## src/rtl/dcc_pkg.sv

```systemverilog
`timescale 1ns/1ps
package dcc_pkg;
  typedef enum logic [1:0] {
    ST_RUN  = 2'b00,
    ST_HELD = 2'b01,
    ST_DIS  = 2'b10
  } out_state_e;
endpackage

```

## src/rtl/dcc_sync.sv

```systemverilog
`timescale 1ns/1ps
module dcc_sync #(
  parameter int STAGES = 2
) (
  input  logic clk,
  input  logic rst_n,
  input  logic d_in,
  output logic d_out
);
  logic [STAGES-1:0] chain;

  always_ff @(posedge clk or negedge rst_n) begin
    if (!rst_n) chain <= '0;
    else        chain <= {chain[STAGES-2:0], d_in};
  end

  assign d_out = chain[STAGES-1];
endmodule

```

## src/rtl/dcc_strobe.sv

```systemverilog
`timescale 1ns/1ps
module dcc_strobe (
  input  logic clk,
  input  logic rst_n,
  input  logic latch_n,
  input  logic out_en,
  output logic latch_evt,
  output logic en_rise
);
  logic latch_q, en_q;

  always_ff @(posedge clk or negedge rst_n) begin
    if (!rst_n) begin
      latch_q <= 1'b1;
      en_q    <= 1'b0;
    end else begin
      latch_q <= latch_n;
      en_q    <= out_en;
    end
  end

  // falling edge of the active-low latch, rising edge of the enable
  assign latch_evt = latch_q & ~latch_n;
  assign en_rise   = ~en_q & out_en;
endmodule

```

## src/rtl/dcc_target.sv

```systemverilog
`timescale 1ns/1ps
module dcc_target #(
  parameter int CODE_W = 16
) (
  input  logic [1:0]        range_kind,
  input  logic              sel,
  output logic [CODE_W-1:0] code
);
  localparam logic [CODE_W-1:0] MID  = {1'b1, {(CODE_W-1){1'b0}}};
  localparam logic [CODE_W-1:0] ZERO = '0;

  always_comb begin
    unique case (range_kind)
      2'b00:   code = sel ? MID  : ZERO;   // unipolar: 0 V or midscale
      2'b01:   code = sel ? ZERO : MID;    // bipolar: 0 V is midscale
      default: code = ZERO;                // current: bottom of range
    endcase
  end
endmodule

```

## src/rtl/dac_clear_ctrl.sv

```systemverilog
`timescale 1ns/1ps
module dac_clear_ctrl
  import dcc_pkg::*;
#(
  parameter int CODE_W      = 16,
  parameter int SYNC_STAGES = 2
) (
  input  logic              clk,
  input  logic              rst_n,
  input  logic              clr_in,
  input  logic              sel_pin,
  input  logic              sel_bit,
  input  logic              out_en,
  input  logic [1:0]        range_kind,
  input  logic              range_chg,
  input  logic              latch_n,
  input  logic              latch_new,
  input  logic [CODE_W-1:0] latch_code,
  output logic [CODE_W-1:0] dac_code,
  output logic              held_flag,
  output logic              dis_flag
);
  logic              clr_s;
  logic              latch_evt, en_rise;
  logic [CODE_W-1:0] tgt_code;
  logic [CODE_W-1:0] saved_code;
  out_state_e        state;
  logic              data_latch;

  dcc_sync #(.STAGES(SYNC_STAGES)) u_sync (
    .clk(clk), .rst_n(rst_n), .d_in(clr_in), .d_out(clr_s)
  );

  dcc_strobe u_strobe (
    .clk(clk), .rst_n(rst_n), .latch_n(latch_n), .out_en(out_en),
    .latch_evt(latch_evt), .en_rise(en_rise)
  );

  dcc_target #(.CODE_W(CODE_W)) u_target (
    .range_kind(range_kind), .sel(sel_pin | sel_bit), .code(tgt_code)
  );

  assign data_latch = latch_evt & latch_new & ~clr_s;

  // saved code: only data latches taken while clear is low
  always_ff @(posedge clk or negedge rst_n) begin
    if (!rst_n)          saved_code <= '0;
    else if (data_latch) saved_code <= latch_code;
  end

  always_ff @(posedge clk or negedge rst_n) begin
    if (!rst_n) begin
      dac_code <= '0;
      state    <= ST_DIS;
    end else if (clr_s) begin
      dac_code <= tgt_code;
      state    <= ST_HELD;
    end else if (!out_en) begin
      dac_code <= tgt_code;
      state    <= ST_DIS;
    end else if (en_rise || range_chg) begin
      dac_code <= tgt_code;
      state    <= ST_HELD;
    end else if (data_latch) begin
      dac_code <= latch_code;
      state    <= ST_RUN;
    end else if (latch_evt && state != ST_RUN) begin
      dac_code <= saved_code;
      state    <= ST_RUN;
    end
  end

  assign held_flag = (state != ST_RUN);
  assign dis_flag  = (state == ST_DIS);

  a_r1_clear_flag: assert property (@(posedge clk) disable iff (!rst_n)
    clr_s |=> held_flag);
  a_r7_saved_frozen: assert property (@(posedge clk) disable iff (!rst_n)
    clr_s |=> $stable(saved_code));
  a_r4_current_bottom: assert property (@(posedge clk) disable iff (!rst_n)
    (clr_s && range_kind[1]) |=> (dac_code == '0));
  a_r9_disabled_flag: assert property (@(posedge clk) disable iff (!rst_n)
    (!clr_s && !out_en) |=> dis_flag);
  a_r10_latch_load: assert property (@(posedge clk) disable iff (!rst_n)
    (!clr_s && out_en && !en_rise && !range_chg && latch_evt && latch_new)
    |=> (dac_code == $past(latch_code) && !held_flag));
endmodule

```

## config.mk

```make
export PLATFORM = sky130hd
export DESIGN_NAME = dac_clear_ctrl
export DESIGN_NICKNAME = d
export VERILOG_FILES = /design/src/rtl/dcc_pkg.sv /design/src/rtl/dcc_sync.sv /design/src/rtl/dcc_strobe.sv /design/src/rtl/dcc_target.sv /design/src/rtl/dac_clear_ctrl.sv
export SDC_FILE = /design/constraint.sdc
export NUM_CORES = 1
export LEC_CHECK = 0
export CAP_MARGIN = 25
export CELL_PAD_IN_SITES_DETAIL_PLACEMENT = 1
export CELL_PAD_IN_SITES_GLOBAL_PLACEMENT = 2
export CORE_ASPECT_RATIO = 0.6
export CORE_UTILIZATION = 30
export DETAILED_ROUTE_END_ITERATION = 12
export GPL_ROUTABILITY_DRIVEN = 0
export HOLD_SLACK_MARGIN = 0.1
export PLACE_DENSITY_LB_ADDON = 0.1
export SLEW_MARGIN = 25
export SYNTH_ARGS = -nofsm -noshare
export SYNTH_HDL_FRONTEND = slang
export SYNTH_SLANG_ARGS = --single-unit
```

## constraint.sdc

```tcl
create_clock -name clk -period 2.2 [get_ports clk]
set_clock_uncertainty 0.1 [all_clocks]
set_input_delay 0.44 -clock clk [delete_from_list [all_inputs] [get_ports clk]]
set_output_delay 0.44 -clock clk [all_outputs]
set_load 0.05 [all_outputs]
```

==> results of run 1 <==
==> worst register-to-register path: cells and delay by family, from the launching register on <==
| family | cells | cell delay, ps |
|---|---|---|
| mux | 1 | 350 |
| flops | 1 | 540 |
| compound gates | 1 | 110 |
| simple gates | 2 | 450 |
==> cells by family after synthesis <==
logic type             synth area share
flip-flops                        0.607
AND/OR/NAND/NOR                  0.0964
buffers and inverters            0.0669
AO/OA/AOI/OAI                     0.108
multiplexers                      0.116
XOR/XNOR                        0.00558
==> sequential cells by signal, indices dropped and copies added (netlist names) <==
register and cells:
u_strobe.latch_q 1, saved_code 16, u_sync.chain 2, u_strobe.en_q 1, dac_code 16, state 2
==> how the worst max path moves through the flow <==
stage	slack [ps]	to	cells past startpoint	start
floorplan	430	dis_flag	1	state[1]
global placement	150	dac_code[8]	5	latch_n
detailed placement	50	dac_code[9]	5	latch_n
CTS	180	dac_code[0]	1	dac_code[0]
global route	140	dac_code[10]	1	dac_code[10]
finish	200	dac_code[0]	1	dac_code[0]
==> layer usage <==
| layer | part of all wire | wire, um | GRT usage | up-vias |
|---|---|---|---|---|
| met3 | 0.053 | 180 | 0.0486 | 2 |
| met4 | 0.0039 | 13 | 0.0384 | 0 |
| met1 | 0.47 | 1590 | 0.185 | 528 |
| met5 | 0 | 0 | 0 | - |
| li1 | - | - | - | 509 |
| met2 | 0.47 | 1580 | 0.224 | 25 |
==> layout make-up <==
type | count | area (sq um) | share of cell area
Sequential cell | 38 | 953 | 0.442
Timing Repair Buffer | 47 | 453 | 0.210
Clock buffer | 7 | 86.3 | 0.0400
Tap cell | 63 | 78.8 | 0.0366
Inverter | 16 | 60.1 | 0.0279
Clock inverter | 1 | 5.00 | 0.00232
Multi-Input combinational cell | 65 | 519 | 0.241
==> metrics by stage <==
step	setup slack (ps)	cell area [sq um]	utilization	cells
floorplan	427	1570	-	124
global placement	151	2060	0.430	229
detailed placement	49.3	2060	0.430	229
CTS	177	2160	0.449	237
global route	138	2160	0.449	237
finish	204	2160	0.449	237
==> power groups by stage <==
| stage | Combinational (mW) | Clock, mW | Sequential, mW |
|---|---|---|---|
| after global routing | 0.269 | 0.547 | 0.808 |
| after global placement | 0.233 | 0 | 0.810 |
| after floorplan | 0.132 | 0 | 0.819 |
| after CTS | 0.247 | 0.506 | 0.801 |
| after detailed placement | 0.247 | 0 | 0.813 |
| final | 0.242 | 0.482 | 0.799 |
==> cells in the final DEF (no fill, tap or decap), drive strengths merged <==
cell / Yosys / final
clkinv: 0 / 1
dfstp: 2 / 2
inv: 16 / 16
mux2: 2 / 2
nand3: 1 / 1
nand3b: 2 / 2
o21ai: 1 / 1
xnor2: 1 / 1
a21oi: 2 / 2
nand2: 2 / 2
dfrtp: 36 / 36
clkdlybuf4s50: 0 / 41
nor2: 18 / 18
nor2b: 2 / 2
clkbuf: 0 / 7
mux2i: 16 / 16
a21o: 1 / 1
a211oi: 15 / 15
nand2b: 2 / 2
buf: 5 / 6
==> results.toml, run 1 <==
[floorplanning]
die_h_um = 58.0
dieArea_sq_mm = 0.00554
dieWidth_um = 95.4
ios = 45
initial_core_util = 0.327
rows = 19
coreArea_sq_mm = 0.00480

[layout]
nFillCells = 523
syn2layout_area_growth_pct = 37.3
nNetsFinal = 200
diodes = 0
drive_above_1_share = 0.155

[global_route]
grt_pass1_vias = 1172
grt_max_degree = 39
grt_first_pass_wirelength_um = 5700
grt_overflow = 0
grt_antenna_before_repair = 0
grt_usage = 0.141

[yosys]
synth-async-reset-ratio = 1.00
synth_largest_area_cell = "dfrtp_1"
syn_avg_cell_area_sq_um = 12.7
synth.most_common_cell = "dfrtp_1"
ys_seq_area_frac = 0.607
syn_nets = 151
synth.top_cells.by_area = "dfrtp_1 (57%), mux2i_1 (10%), a211oi_2 (4.8%)"
postSynthCellCount = 124
synthesis.area_sq_mm = 0.00157
synthTopCellsByCount = "dfrtp_1 (36), nor2_1 (17), inv_1 (16), mux2i_1 (16), a211oi_1 (9)"
synth_top_area_frac = 0.574
synth_cell_types = 22
synth_edf_count = 0
yosysWarnings = 0
ys_dominant_reg_cell = "dfrtp_1"
synth-seq-cells = 38

[power]
p_leak_nw = 0.940
power_frac_clock = 0.317
switchingPower_mw = 0.390
p_sw_frac = 0.256
p_per_area_mw_per_mm2 = 707
p_int_mw = 1.13
seq_power_share = 0.525
irDropWorstVdd_mv = 0.260
power_mw = 1.52
comb_power_share = 0.159

[sta]
hold_slack_ps = 159
hold_violations = 0
clock.fmax_mhz = 501
min_period_over_period = 0.907
setup_viol = 0
min_period_ps = 2000
drv_slew = 0
worstMarginPinSlew_ps = 836
relSlewSlack = 0.443
rsz0062_at_grt = "false"
final.setup.tns_ps = 0

[route]
wl_per_cell_um = 14.2
vias = 1064
firstDrtPassIters = 3
wirelength_um = 3370
drc = 0
vias_per_cell = 4.49
drtAntennaViolNets = 0
drt_iter0_markers = 30

[placed_design]
hpwlAfterDp_um = 2390
io_buffers = 44

[worst_setup_path]
crit_path_max_incr_delay_ps = 810
r2r-end = "dac_code[9]"
arrival_ps = 1460
path_class = "reg -> out"
worstSetupStartpointType = "flip-flop"
critPathMaxFanout = 2
crit_family = "buffers and inverters"
critPathSlowestCell = "clkdlybuf4s50_1"
reg2reg_from = "u_strobe.latch_q"
endpoint_kind = "output port"
path_cells = "clkdlybuf4s50_1"
crit_buf_inv = 1
reg2regPathDepth = 4
rrSetupSlack_ps = 520
cp_data_required_time_ps = 1660

[outcome]
status = "finished, final reports clean"

[clocking]
htreeDepth = 2
clock_latency_ps = 280
clk_pin_slew_ps = 70
cts_tree = "done"
cts_root_buf = "clkbuf_8"
cts-buffers-inserted = 5
clockBufferDepth = 2
cts_setup_buffers = 0
postCtsHoldBufs = 0
cts.sinks = 38
cts_resized = 0

[min_path]
hp-class = "in -> async"

[job]
max_cap_viol_count = 0
Note: power is estimated with default switching activity, not from simulation.
==> run 2, diff against run 1 <==
--- a/config.mk
+++ b/config.mk
@@ -5,7 +5,6 @@
 export SDC_FILE = /design/constraint.sdc
 export NUM_CORES = 1
 export LEC_CHECK = 0
-export CAP_MARGIN = 25
 export CELL_PAD_IN_SITES_DETAIL_PLACEMENT = 1
 export CELL_PAD_IN_SITES_GLOBAL_PLACEMENT = 2
 export CORE_ASPECT_RATIO = 0.6
@@ -13,6 +12,7 @@
 export DETAILED_ROUTE_END_ITERATION = 12
 export GPL_ROUTABILITY_DRIVEN = 0
 export HOLD_SLACK_MARGIN = 0.1
+export MAX_ROUTING_LAYER = met4
 export PLACE_DENSITY_LB_ADDON = 0.1
 export SLEW_MARGIN = 25
 export SYNTH_ARGS = -nofsm -noshare
==> run 2 against run 1 <==
Against the previous run: global-route usage grew 0.45 points; cell count is the same; combinational power is essentially flat; clock power is essentially flat.
==> results.toml, run 2 (synthesis gave the netlist of run 1 again) <==
[worst_setup_path]
worstSetupStartpointType = "flip-flop"
endpoint_kind = "output port"
cp-startpoint = "dac_code[3]"
critPathMaxFanout = 2
crit_family = "buffers and inverters"
arrival_ps = 1460
crit_path_max_incr_delay_ps = 810
cp_data_required_time_ps = 1660
reg2reg_from = "u_strobe.latch_q"
critPathSlowestCell = "clkdlybuf4s50_1"
path_class = "reg -> out"
path_cells = "clkdlybuf4s50_1"
crit_buf_inv = 1

[sta]
setup_slack_ps = 198
drv_slew = 0
rsz0062_at_grt = "false"
hold_slack_ps = 158
min_period_over_period = 0.910
final.setup.tns_ps = 0
worstMarginPinSlew_ps = 847
min_period_ps = 2000
setup_viol = 0
relSlewSlack = 0.435
clock.fmax_mhz = 499
hold_violations = 0

[route]
firstDrtPassIters = 4
drtAntennaViolNets = 0
vias_per_cell = 4.49
drc = 0
vias = 1064
wl_per_cell_um = 14.2
drt_iter0_markers = 32
wirelength_um = 3360

[global_route]
grt_antenna_before_repair = 0
grt_first_pass_wirelength_um = 5710
grt_max_degree = 39
grt_pass1_vias = 1177
grt_usage = 0.146
grt_overflow = 0

[placed_design]
io_buffers = 44
place_inst = 229
place_ws_ps = 49.3
dpl-instance-area_sq_mm = 0.00206
hpwlAfterDp_um = 2390

[power]
p_per_area_mw_per_mm2 = 707
irDropWorstVdd_mv = 0.260
power_mw = 1.52
p_leak_nw = 0.940

[layout]
final_area_sq_mm = 0.00216
drive_above_1_share = 0.155
diodes = 0
stdcell_count = 237
nNetsFinal = 200
reg_top3 = "dac_code: 16 flops, saved_code: 16 flops"
postLayoutCoreUtil = 0.449
nFillCells = 523
final_common_cell = "clkdlybuf4s50_1"
mostFrequentLayoutCells = "clkdlybuf4s50_1 (41), dfrtp_1 (36), nor2_1 (17)"
syn2layout_area_growth_pct = 37.3

[outcome]
status = "finished, final reports clean"

[floorplanning]
coreArea_sq_mm = 0.00480
die_h_um = 58.0
dieWidth_um = 95.4
rows = 19
initial_core_util = 0.327
ios = 45
dieArea_sq_mm = 0.00554

[clocking]
clk_pin_slew_ps = 70
cts_root_buf = "clkbuf_8"
htreeDepth = 2
cts_resized = 0
cts.sinks = 38
clockBufferDepth = 2
cts_setup_buffers = 0
clock_latency_ps = 280
postCtsHoldBufs = 0
cts_tree = "done"
cts-buffers-inserted = 5

[job]
max_cap_viol_count = 0

[min_path]
hp-class = "in -> async"
run 2: cell counts in the layout (fill, tap and decap cells not counted):
No cell type changed its count.
run 2: layout make-up:
class	instances	area, sq um	area share
Sequential cell	38	953	0.442
Multi-Input combinational cell	65	519	0.241
Timing Repair Buffer	47	453	0.210
Clock buffer	7	86.3	0.0400
Tap cell	63	78.8	0.0366
Inverter	16	60.1	0.0279
Clock inverter	1	5.00	0.00232
run 2: per-layer routing:
metal	vias up	share of wire	track usage	wire length, um
met4	0	0.0066	0.0384	22
met2	25	0.47	0.224	1580
li1	511	-	-	-
met3	4	0.050	0.0486	167
met1	524	0.47	0.185	1590
met5	-	0	-	0
run 2: power breakdown:
group	switching, mW	internal, mW	leakage, nW
Sequential	0.0250	0.774	0.480
Combinational	0.135	0.107	0.411
Clock	0.231	0.253	0.0482
Total	0.391	1.13	0.940
run 2: final timing paths:
kind	end	slack, ps	cells after the start
max	dac_code[3]	200	1
min	saved_code[11]	160	1
max reg2reg	dac_code[9]	520	4
min reg2reg	u_sync.chain[1]	250	0
max in group asynchronous	dac_code[8]	1310	1
min in group clk	u_sync.chain[1]	250	0
==> run 3, diff against run 2 <==
--- a/config.mk
+++ b/config.mk
@@ -8,12 +8,13 @@
 export CELL_PAD_IN_SITES_DETAIL_PLACEMENT = 1
 export CELL_PAD_IN_SITES_GLOBAL_PLACEMENT = 2
 export CORE_ASPECT_RATIO = 0.6
-export CORE_UTILIZATION = 30
+export CORE_UTILIZATION = 27
 export DETAILED_ROUTE_END_ITERATION = 12
 export GPL_ROUTABILITY_DRIVEN = 0
 export HOLD_SLACK_MARGIN = 0.1
 export MAX_ROUTING_LAYER = met4
 export PLACE_DENSITY_LB_ADDON = 0.1
+export SETUP_SLACK_MARGIN = 0.3
 export SLEW_MARGIN = 25
 export SYNTH_ARGS = -nofsm -noshare
 export SYNTH_HDL_FRONTEND = slang
==> constraint.sdc (replaced) <==
create_clock -name clk -period 1.7 [get_ports clk]
set_clock_uncertainty 0.1 [all_clocks]
set_input_delay 0.34 -clock clk [delete_from_list [all_inputs] [get_ports clk]]
set_output_delay 0.34 -clock clk [all_outputs]
set_load 0.05 [all_outputs]
==> run 3 against run 2 <==
Against the previous run: non-clock buffer count increased by 15; worst setup slack worse by 87 ps; sequential share of layout area down 7.3 points; final area rose by 20%; flip-flop and latch count did not move; clock-buffer cell count did not move; worst hold slack gained 40 ps; cell count grew 14%; die area is 11% higher; clock power is 35% higher; routed wire length is 17% higher; largest power group unchanged.
==> results.toml, run 3 (synthesis gave the netlist of run 1 again) <==
[outcome]
status = "finished, final reports clean"

[route]
wirelength_um = 3920
vias_per_cell = 4.27
drt_iter0_markers = 23
wl_per_cell_um = 14.6
firstDrtPassIters = 3
drtAntennaViolNets = 0
vias = 1148
drc = 0

[floorplanning]
dieWidth_um = 100
rows = 21
die_h_um = 61.1
coreArea_sq_mm = 0.00560
dieArea_sq_mm = 0.00613
ios = 45
initial_core_util = 0.281

[clocking]
cts_root_buf = "clkbuf_8"
clockBufferDepth = 2
htreeDepth = 2
clk_pin_slew_ps = 80
cts_tree = "done"
clock_latency_ps = 290
cts-buffers-inserted = 5
cts.sinks = 38

[layout]
multi_input_area_sq_um = 751
final_common_cell = "dfrtp_1"
reg_top3 = "dac_code: 16 flops, saved_code: 16 flops"
postLayoutCoreUtil = 0.461
nFillCells = 582
diodes = 0
register_area_sq_um = 953
syn2layout_area_growth_pct = 64.2
drive_above_1_share = 0.444
nNetsFinal = 215
final_area_sq_mm = 0.00258
stdcell_count = 269
mostFrequentLayoutCells = "dfrtp_1 (36), buf_4 (26), clkdlybuf4s50_1 (23)"

[power]
power_mw = 2.20
p_leak_nw = 1.12
p_per_area_mw_per_mm2 = 854
irDropWorstVdd_mv = 0.278

[worst_setup_path]
path_class = "reg -> out"
reg2regPathDepth = 5
rrSetupSlack_ps = 140
critPathMaxFanout = 3
cp.depth = 3
setup.worst_path.end = "held_flag"
arrival_ps = 1150
endpoint_kind = "output port"
crit_family = "flip-flops"
reg2reg_from = "u_strobe.latch_q"
crit_buf_inv = 2
crit_path_max_incr_delay_ps = 560
cp_data_required_time_ps = 1260
cp-startpoint = "state[1]"
r2r-end = "dac_code[4]"
critPathSlowestCell = "dfstp_2"
worstSetupStartpointType = "flip-flop"
path_cells = "nor2_2, inv_1, buf_12"

[global_route]
grt_antenna_before_repair = 0
grt_pass1_vias = 1241
grt_overflow = 0
grt_usage = 0.149
grt_max_degree = 39
grt_first_pass_wirelength_um = 6340

[placed_design]
io_buffers = 44
hpwlAfterDp_um = 2680
place_inst = 256
dpl-instance-area_sq_mm = 0.00221

[sta]
setup_viol = 0
min_period_ps = 1590
min_period_over_period = 0.935
hold_violations = 0
rsz0062_at_grt = "true"
final.setup.tns_ps = 0
clock.fmax_mhz = 629
drv_slew = 0
relSlewSlack = 0.680
worstMarginPinSlew_ps = 481

[job]
max_cap_viol_count = 0

[min_path]
hp-class = "in -> reg"
==> run 3: what timing repair did <==
action | CTS | global route
cloned | 1 | 0
pin swaps | 8 | 10
endpoints found under the hold margin | 36 | 0
endpoints found under the setup margin | 34 | 34
buffers inserted | 1 | 2
hold buffers | 1 | 0
gates resized for setup | 33 | 11
==> run 3: how the worst min path moves through the flow <==
stage,end,cells past startpoint,startpoint
3_3_place_gp,u_sync.chain[1],0,u_sync.chain[0]
5_1_grt,u_strobe.latch_q,1,latch_n
3_5_place_dp,u_sync.chain[1],0,u_sync.chain[0]
6_report,u_strobe.latch_q,1,latch_n
2_1_floorplan,dac_code[0],0,rst_n
4_1_cts,u_strobe.latch_q,1,latch_n
==> run 3: layout make-up <==
type | instances | share of cell area
timing repair buffer | 62 | 0.242
inverter | 16 | 0.0233
tap | 80 | 0.0388
clock buffer | 7 | 0.0335
sequential | 38 | 0.370
clock inverter | 1 | 0.00194
multi-input combinational | 65 | 0.291
==> run 3: per-stage QoR <==
| stage | setup WS [ps] | hold slack (ps) |
|---|---|---|
| final | 111 | 198 |
| after global routing | 71.3 | 194 |
| after CTS | 93.0 | 192 |
| after detailed placement | -192 | 236 |
| after global placement | -127 | 235 |
| after floorplan | 222 | -55.6 |
==> run 3: report_power, final <==
group,switching (mW),total (mW),internal (mW)
Clock,0.323,0.650,0.328
Combinational,0.216,0.476,0.261
Sequential,0.0721,1.08,1.00
==> run 3: layer usage <==
| layer | GRT usage | vias up | part of all wire |
|---|---|---|---|
| li1 | - | 540 | - |
| met5 | - | - | 0 |
| met1 | 0.199 | 583 | 0.50 |
| met3 | 0.0420 | 4 | 0.033 |
| met4 | 0.0435 | 0 | 0.0079 |
| met2 | 0.223 | 21 | 0.46 |
